[config.mk]
export PLATFORM = sky130hd
export DESIGN_NAME = spi_io_ctrl
export DESIGN_NICKNAME = d
export VERILOG_FILES = /design/src/rtl/spi_io_pkg.sv /design/src/rtl/spi_io_fifo.sv /design/src/rtl/spi_io_shift.sv /design/src/rtl/spi_io_ctrl.sv
export SDC_FILE = /design/constraint.sdc
export NUM_CORES = 2
export LEC_CHECK = 0
export ABC_AREA = 0
export BUFFER_PORTS_ARGS = -buffer_cell sky130_fd_sc_hd__buf_2
export CAP_MARGIN = 20
export CORE_AREA = 2 2 325 456
export DETAILED_ROUTE_END_ITERATION = 12
export DIE_AREA = 0 0 327 458
export GPL_ROUTABILITY_DRIVEN = 0
export PLACE_DENSITY = 0.49
export RECOVER_POWER = 50
export SKIP_LAST_GASP = 1
export SLEW_MARGIN = 20
export SYNTH_ARGS = -nofsm -noshare
export SYNTH_HDL_FRONTEND = slang
export SYNTH_SLANG_ARGS = --single-unit
[constraint.sdc]
create_clock -name clk -period 6.9 [get_ports clk]
set_input_delay 1.38 -clock clk [delete_from_list [all_inputs] [get_ports clk]]
set_output_delay 1.38 -clock clk [all_outputs]
set_load 0.05 [all_outputs]
[src/rtl/spi_io_pkg.sv]
package spi_io_pkg;

    typedef enum logic [2:0] {
        REG_CTRL = 3'd0,
        REG_STAT = 3'd1,
        REG_TXW  = 3'd2,
        REG_TX1  = 3'd3,
        REG_TX2  = 3'd4,
        REG_TX3  = 3'd5,
        REG_RXD  = 3'd6,
        REG_THR  = 3'd7
    } reg_addr_e;

    // status bit positions
    localparam int ST_RX_NE  = 0;
    localparam int ST_RX_FUL = 1;
    localparam int ST_TX_FUL = 2;
    localparam int ST_THR    = 3;
    localparam int ST_ORDER  = 4;
    localparam int ST_UDF    = 5;

    // one queued transmit entry: last byte index plus data
    typedef struct packed {
        logic [1:0]  last;
        logic [31:0] data;
    } tx_entry_t;

endpackage

[src/rtl/spi_io_fifo.sv]
module spi_io_fifo #(
    parameter int WIDTH = 32,
    parameter int DEPTH = 16
) (
    input  logic                           clk,
    input  logic                           rst_n,
    input  logic                           push_i,
    input  logic [WIDTH-1:0]               data_i,
    input  logic                           pop_i,
    output logic [WIDTH-1:0]               data_o,
    output logic [$clog2(DEPTH+1)-1:0]     count_o,
    output logic                           full_o
);
    localparam int AW = $clog2(DEPTH);
    localparam int CW = $clog2(DEPTH+1);

    typedef struct packed {
        logic [DEPTH-1:0][WIDTH-1:0] mem;
        logic [AW-1:0]               wp;
        logic [AW-1:0]               rp;
        logic [CW-1:0]               cnt;
    } fifo_st_t;

    fifo_st_t st_d, st_q;
    logic do_push, do_pop;

    always_comb begin
        st_d    = st_q;
        do_push = push_i && (st_q.cnt != CW'(DEPTH));
        do_pop  = pop_i && (st_q.cnt != '0);
        if (do_push) begin
            st_d.mem[st_q.wp] = data_i;
            st_d.wp = (st_q.wp == AW'(DEPTH-1)) ? '0 : st_q.wp + 1'b1;
        end
        if (do_pop) begin
            st_d.rp = (st_q.rp == AW'(DEPTH-1)) ? '0 : st_q.rp + 1'b1;
        end
        st_d.cnt = st_q.cnt + CW'(do_push) - CW'(do_pop);
    end

    always_ff @(posedge clk or negedge rst_n) begin
        if (!rst_n) st_q <= '0;
        else        st_q <= st_d;
    end

    assign data_o  = st_q.mem[st_q.rp];
    assign count_o = st_q.cnt;
    assign full_o  = (st_q.cnt == CW'(DEPTH));

    // an accepted push without pop grows occupancy by one
    a_r3_push_counts: assert property (@(posedge clk) disable iff (!rst_n)
        (push_i && !full_o && !pop_i) |=> (count_o == $past(count_o) + 1'b1));

endmodule

[src/rtl/spi_io_shift.sv]
module spi_io_shift #(
    parameter int DIVW = 3
) (
    input  logic            clk,
    input  logic            rst_n,
    input  logic            start_i,
    input  logic [31:0]     data_i,
    input  logic [1:0]      last_i,
    input  logic [DIVW-1:0] div_i,
    input  logic            miso_i,
    output logic            busy_o,
    output logic            done_o,
    output logic [31:0]     rx_o,
    output logic            sck_o,
    output logic            mosi_o
);
    typedef struct packed {
        logic            busy;
        logic            sck;
        logic [DIVW-1:0] cnt;
        logic [4:0]      bidx;
        logic [1:0]      last;
        logic [31:0]     tx;
        logic [31:0]     rx;
    } sh_st_t;

    sh_st_t st_d, st_q;
    logic [4:0] pos;
    logic       done;

    // byte lane from upper index bits, MSB-first bit within the byte
    assign pos = {st_q.bidx[4:3], ~st_q.bidx[2:0]};

    always_comb begin
        st_d = st_q;
        done = 1'b0;
        if (!st_q.busy) begin
            if (start_i) begin
                st_d.busy = 1'b1;
                st_d.sck  = 1'b0;
                st_d.cnt  = '0;
                st_d.bidx = '0;
                st_d.last = last_i;
                st_d.tx   = data_i;
                st_d.rx   = '0;
            end
        end else if (st_q.cnt == div_i) begin
            st_d.cnt = '0;
            st_d.sck = ~st_q.sck;
            if (!st_q.sck) begin
                st_d.rx[pos] = miso_i;
            end else if (st_q.bidx == {st_q.last, 3'b111}) begin
                st_d.busy = 1'b0;
                done      = 1'b1;
            end else begin
                st_d.bidx = st_q.bidx + 1'b1;
            end
        end else begin
            st_d.cnt = st_q.cnt + 1'b1;
        end
    end

    always_ff @(posedge clk or negedge rst_n) begin
        if (!rst_n) st_q <= '0;
        else        st_q <= st_d;
    end

    assign busy_o = st_q.busy;
    assign done_o = done;
    assign rx_o   = st_q.rx;
    assign sck_o  = st_q.sck;
    assign mosi_o = st_q.busy ? st_q.tx[pos] : 1'b0;

    // clock idles low whenever no entry is being shifted
    a_r1_sck_idle_low: assert property (@(posedge clk) disable iff (!rst_n)
        !busy_o |-> !sck_o);
    // bit index never passes the last bit of the entry's byte count
    a_r2_bit_bound: assert property (@(posedge clk) disable iff (!rst_n)
        busy_o |-> (st_q.bidx <= {st_q.last, 3'b111}));
    // completion ends the transfer on the following cycle
    a_r7_done_ends: assert property (@(posedge clk) disable iff (!rst_n)
        done_o |=> (!busy_o && !sck_o));

endmodule

[src/rtl/spi_io_ctrl.sv]
module spi_io_ctrl #(
    parameter int FIFO_DEPTH = 16,
    parameter int DIVW       = 3
) (
    input  logic        clk,
    input  logic        rst_n,
    input  logic        wr_en_i,
    input  logic        rd_en_i,
    input  logic [2:0]  addr_i,
    input  logic [31:0] wdata_i,
    output logic [31:0] rdata_o,
    output logic        sck_o,
    output logic        mosi_o,
    input  logic        miso_i,
    output logic        cs_n_o
);
    import spi_io_pkg::*;

    localparam int CW = $clog2(FIFO_DEPTH+1);
    localparam int EW = $bits(tx_entry_t);

    typedef struct packed {
        logic            cs;
        logic [DIVW-1:0] div;
        logic [CW-1:0]   thr;
        logic            ord_err;
        logic            udf;
        logic            last_part;
    } ctl_st_t;

    ctl_st_t   st_d, st_q;
    tx_entry_t tx_in, tx_head;
    logic [EW-1:0] tx_head_raw;
    logic [CW-1:0] tx_cnt, rx_cnt;
    logic          tx_full, rx_full;
    logic          is_tx, is_part, violation, tx_push, tx_pop;
    logic          rx_pop, rx_empty_rd, thr_flag;
    logic          busy, done;
    logic [31:0]   rx_word, rx_head, status;

    always_comb begin
        st_d        = st_q;
        is_tx       = wr_en_i && (addr_i >= REG_TXW) && (addr_i <= REG_TX3);
        is_part     = (addr_i != REG_TXW);
        violation   = is_tx && (tx_cnt != '0) && (is_part || st_q.last_part);
        tx_push     = is_tx && !violation;
        tx_in.data  = wdata_i;
        tx_in.last  = is_part ? 2'(addr_i - 3'd3) : 2'd3;
        rx_pop      = rd_en_i && (addr_i == REG_RXD) && (rx_cnt != '0);
        rx_empty_rd = rd_en_i && (addr_i == REG_RXD) && (rx_cnt == '0);
        tx_pop      = !busy && (tx_cnt != '0);

        if (tx_push && !tx_full) st_d.last_part = is_part;
        if (wr_en_i && addr_i == REG_CTRL) begin
            st_d.cs  = wdata_i[0];
            st_d.div = wdata_i[DIVW:1];
        end
        if (wr_en_i && addr_i == REG_THR) st_d.thr = wdata_i[CW-1:0];
        if (wr_en_i && addr_i == REG_STAT) begin
            if (wdata_i[ST_ORDER]) st_d.ord_err = 1'b0;
            if (wdata_i[ST_UDF])   st_d.udf     = 1'b0;
        end
        if (violation)   st_d.ord_err = 1'b1;
        if (rx_empty_rd) st_d.udf     = 1'b1;

        thr_flag = ((CW+1)'(tx_cnt) + (CW+1)'(busy)) <= (CW+1)'(st_q.thr);
        status   = '0;
        status[ST_RX_NE]  = (rx_cnt != '0);
        status[ST_RX_FUL] = rx_full;
        status[ST_TX_FUL] = tx_full;
        status[ST_THR]    = thr_flag;
        status[ST_ORDER]  = st_q.ord_err;
        status[ST_UDF]    = st_q.udf;

        case (addr_i)
            REG_CTRL: rdata_o = 32'({st_q.div, st_q.cs});
            REG_STAT: rdata_o = status;
            REG_THR:  rdata_o = 32'(st_q.thr);
            REG_RXD:  rdata_o = (rx_cnt != '0) ? rx_head : 32'd0;
            default:  rdata_o = 32'd0;
        endcase
    end

    always_ff @(posedge clk or negedge rst_n) begin
        if (!rst_n) st_q <= '0;
        else        st_q <= st_d;
    end

    assign tx_head = tx_entry_t'(tx_head_raw);
    assign cs_n_o  = ~st_q.cs;

    spi_io_fifo #(.WIDTH(EW), .DEPTH(FIFO_DEPTH)) u_tx_fifo (
        .clk(clk), .rst_n(rst_n),
        .push_i(tx_push), .data_i(tx_in), .pop_i(tx_pop),
        .data_o(tx_head_raw), .count_o(tx_cnt), .full_o(tx_full)
    );

    spi_io_shift #(.DIVW(DIVW)) u_shift (
        .clk(clk), .rst_n(rst_n),
        .start_i(tx_pop), .data_i(tx_head.data), .last_i(tx_head.last),
        .div_i(st_q.div), .miso_i(miso_i),
        .busy_o(busy), .done_o(done), .rx_o(rx_word),
        .sck_o(sck_o), .mosi_o(mosi_o)
    );

    spi_io_fifo #(.WIDTH(32), .DEPTH(FIFO_DEPTH)) u_rx_fifo (
        .clk(clk), .rst_n(rst_n),
        .push_i(done), .data_i(rx_word), .pop_i(rx_pop),
        .data_o(rx_head), .count_o(rx_cnt), .full_o(rx_full)
    );

    // a rule-breaking write raises the sticky order flag
    a_r4_order_flag: assert property (@(posedge clk) disable iff (!rst_n)
        violation |=> rdata_o[ST_ORDER] || addr_i != REG_STAT || st_q.ord_err);
    // a rule-breaking write adds nothing to the TX FIFO
    a_r4_order_drop: assert property (@(posedge clk) disable iff (!rst_n)
        (violation && !tx_pop) |=> $stable(tx_cnt));
    // chip select follows the control write
    a_r5_cs_follows: assert property (@(posedge clk) disable iff (!rst_n)
        (wr_en_i && addr_i == REG_CTRL) |=> (cs_n_o == !$past(wdata_i[0])));
    // an empty RX read leaves the underflow flag set
    a_r8_underflow: assert property (@(posedge clk) disable iff (!rst_n)
        rx_empty_rd |=> st_q.udf);
    // a finished entry always lands in the RX FIFO unless it is full
    a_r3_rx_push: assert property (@(posedge clk) disable iff (!rst_n)
        (done && !rx_full && !rx_pop) |=> (rx_cnt == $past(rx_cnt) + 1'b1));

endmodule

==> impl_metrics.ini <==
[synthesis]
ys_seq_area_share_pct = 53.26
ys_async_sr_fraction_pct = 100.0
syn_inst = 3534
synth-edff-count = 0
yosysUniqueCellTypes = 60
syn-cell-area_um2 = 54970
synth-seq-cells = 1170
syn_area_per_cell_um2 = 15.55
synth_nets = 3617
synth_ff_type = dfrtp_1
yosysWarnings = 0

[flow_run]
cap_violations = 2

[clock_tree]
tritoncts = built
cts.repair.resized = 0
cts-root-buf = clkbuf_16
cts_hold_buf = 0
cts.htree.levels = 3
cts_sinks = 1170
clkTransAtPathRegs_ns = 0.06
cts_buffers = 120
clock_path_buffers = 3
clock_latency_ns = 0.75
post_cts_buffers = 0

[grt]
grt_pass1_wl_um = 216100
grt_max_degree = 169
track_usage_pct = 19.04
antenna_found_initial = 3
grt_pass1_vias = 32398
globalRouteOverflowTotal = 0

[setup_path]
required_ns = 5.52
crit_family = compound AO/OA/AOI/OAI gates
end_kind = primary output
reg2reg_depth = 8
reg2reg_from = u_shift.st_q[66]
ff2ff_setup_slack_ns = 2.51
cp_num_buf_inv = 3
r2r-end = u_rx_fifo.st_q[213]
slowest_delay_ns = 0.88
path_class = input port to primary output
worst_setup_path_start_kind = input port
arrival_ns = 3.93
slowest_stage = o21ai_1
cp.depth = 7
worst-path-max-fanout = 8
crit_chain = clkbuf_1, inv_1, ha_1, and3_1, nand2b_1, o21ai_1, buf_2

[drt]
drtIter0Drc = 1528
wl_per_cell_um = 25.48
postRouteAntennaNets = 0
wirelength_um = 141000
drc = 0
avgViaCountPerCell = 5.409
firstDrtPassIters = 5
vias = 29927

[place]
dp_slack_ns = 1.626
hpwlAfterDp_um = 82760
io_buffers = 74
dpl_cell_area_um2 = 56790

[final_layout]
drive_gt1_share_pct = 47.11
area_growth_pct = 10.69
final_area_um2 = 60850
fin_util_pct = 41.79
nets = 3585

[timing]
tightest_slew_ns = 3.719
fin_crit_sh_pct = 76.99
setup_viol = 0
relSlewSlack_pct = -148.0
min_period_ns = 5.312
finalWorstSetupSlack_ns = 1.588
finalSetupTns_ns = 0
hold_violations = 0
drv_slew = 195
fin_worst_skew_ns = 0.04240
rsz0062_at_grt = false
max_clock_freq_ghz = 0.1882

[floorplanning]
floorplan.initialDensity_pct = 37.76
coreArea_um2 = 145600
die_area_um2 = 149800
num_rows = 166
pin_count = 75
die_h_um = 458
die_x_um = 327

[run_status]
status = complete, but fails checks
violations = max-capacitance violations, max-slew violations

[pwr]
power.density_nw_per_um2 = 301.8
power_mw = 18.36
leakage_nw = 28.67
vdd.ir_drop.worst_uv = 205.3

[worst_hold_path]
whs_endpoint = u_tx_fifo.st_q[521]
min_path_type = flop to flop
min_path_cells = 2
hold_start = u_tx_fifo.st_q[521]
-- layout by cell type (no fill, tap or decap), types with 11 or more instances in the layout --
| master | n |
|---|---|
| mux2_2 | 801 |
| dfrtp_1 | 1163 |
| buf_4 | 54 |
| a211oi_1 | 54 |
| buf_12 | 12 |
| nor2_1 | 18 |
| mux2_4 | 234 |
| clkbuf_1 | 29 |
| o21ai_0 | 107 |
| nor2b_1 | 34 |
| inv_1 | 42 |
| nand2_1 | 108 |
| a21boi_0 | 27 |
| clkinv_2 | 22 |
| buf_2 | 72 |
| clkbuf_16 | 122 |
| a2111o_2 | 16 |
| nand4_1 | 11 |
| clkbuf_8 | 35 |
| nand3_1 | 26 |
| mux2i_1 | 108 |
| mux4_2 | 272 |
| ha_1 | 41 |
| o221ai_1 | 38 |
-- worst max path at each step --
stage,from,end,slack (ns)
6_report,addr_i[0],rdata_o[2],1.59
3_5_place_dp,addr_i[0],rdata_o[2],1.63
2_1_floorplan,addr_i[2],rdata_o[10],2.14
4_1_cts,addr_i[0],rdata_o[2],1.62
3_3_place_gp,addr_i[0],rdata_o[2],1.65
5_1_grt,rst_n,u_tx_fifo.st_q[156],0.78
-- kinds of logic (layout without fill, tap and decap cells) --
group                      count (synthesis)  count (layout)  synth area share (%)
adders and majority gates                 43              43                 1.006
other                                      0               1                     0
xor gates and xnor gates                  19              19                0.3027
muxes                                   1415            1415                 35.91
buffers and inverters                    347             413                 3.642
and+or+nand+nor                          245             245                 2.144
AOI/OAI and AO/OA                        295             295                 3.733
DFF                                     1170            1170                 53.26
-- synth_stat cells (all sizes together), types with 6 or more instances --
master / n / area, um2
a21boi: 27 / 202.7
xor2: 9 / 78.83
mux2: 1035 / 12530
buf: 168 / 1330
a211oi: 54 / 405.4
ha: 41 / 513.0
nor2b: 34 / 212.7
mux4: 272 / 6126
nand3: 27 / 135.1
o221ai: 38 / 332.8
nand2: 109 / 409.1
inv: 43 / 161.4
mux2i: 108 / 1081
a21oi: 12 / 60.06
o21ai: 108 / 540.5
a2111o: 16 / 180.2
nand2b: 12 / 82.58
clkbuf: 136 / 510.5
a21o: 6 / 45.04
dfrtp: 1170 / 29280
xnor2: 10 / 87.58
nor2: 27 / 101.4
nand4: 11 / 68.82
-- worst min-delay path: stages, from the launching register on --
cell     delay, ns
dfrtp_1       0.34
nand2_1       0.04
o21ai_0       0.06
-- stage by stage --
stage,cells,hold WS [ns]
2_1_floorplan,3534,0.4443
3_3_place_gp,5309,0.4570
6_report,5533,0.4776
4_1_cts,5531,0.4807
3_5_place_dp,5311,0.4664
5_1_grt,5533,0.5015
-- power breakdown --
group	internal (mW)	total [mW]	switching (mW)
combinational	1.68	3.46	1.77
clock	3.87	6.70	2.82
sequential	7.48	8.21	0.725
total	13.0	18.4	5.32
-- area by class of cell --
type                            instances  area (um2)
Timing Repair Buffer                  150        1104
Multi-Input combinational cell       2017       23790
Tap cell                             1932        2417
Clock inverter                         40       445.4
Antenna cell                            1       2.502
Sequential cell                      1170       29300
Clock buffer                          180        3621
Inverter                               43       161.4
Fill cell                           13387       84750
-- flip-flops by register name, indices dropped and copies added, names as in the netlist --
signal,flops
u_tx_fifo.st_q,552
u_shift.sck_o,1
st_q,12
u_shift.busy_o,1
u_rx_fifo.count_o,5
u_shift.st_q,40
u_tx_fifo.count_o,5
u_shift.rx_o,32
u_shift.pos,2
u_rx_fifo.st_q,520
-- layer usage --
metal / track usage (%) / part of all wire, % / routed length (um) / vias to the layer above
met5: 0 / 0 / 0 / -
met4: 5.279 / 2.3 / 3175 / 0
met3: 2.113 / 2.7 / 3774 / 172
met2: 33.41 / 52 / 72690 / 418
met1: 24.87 / 44 / 61360 / 16282
li1: - / - / - / 13055
Power figures use the tool's default switching activity.
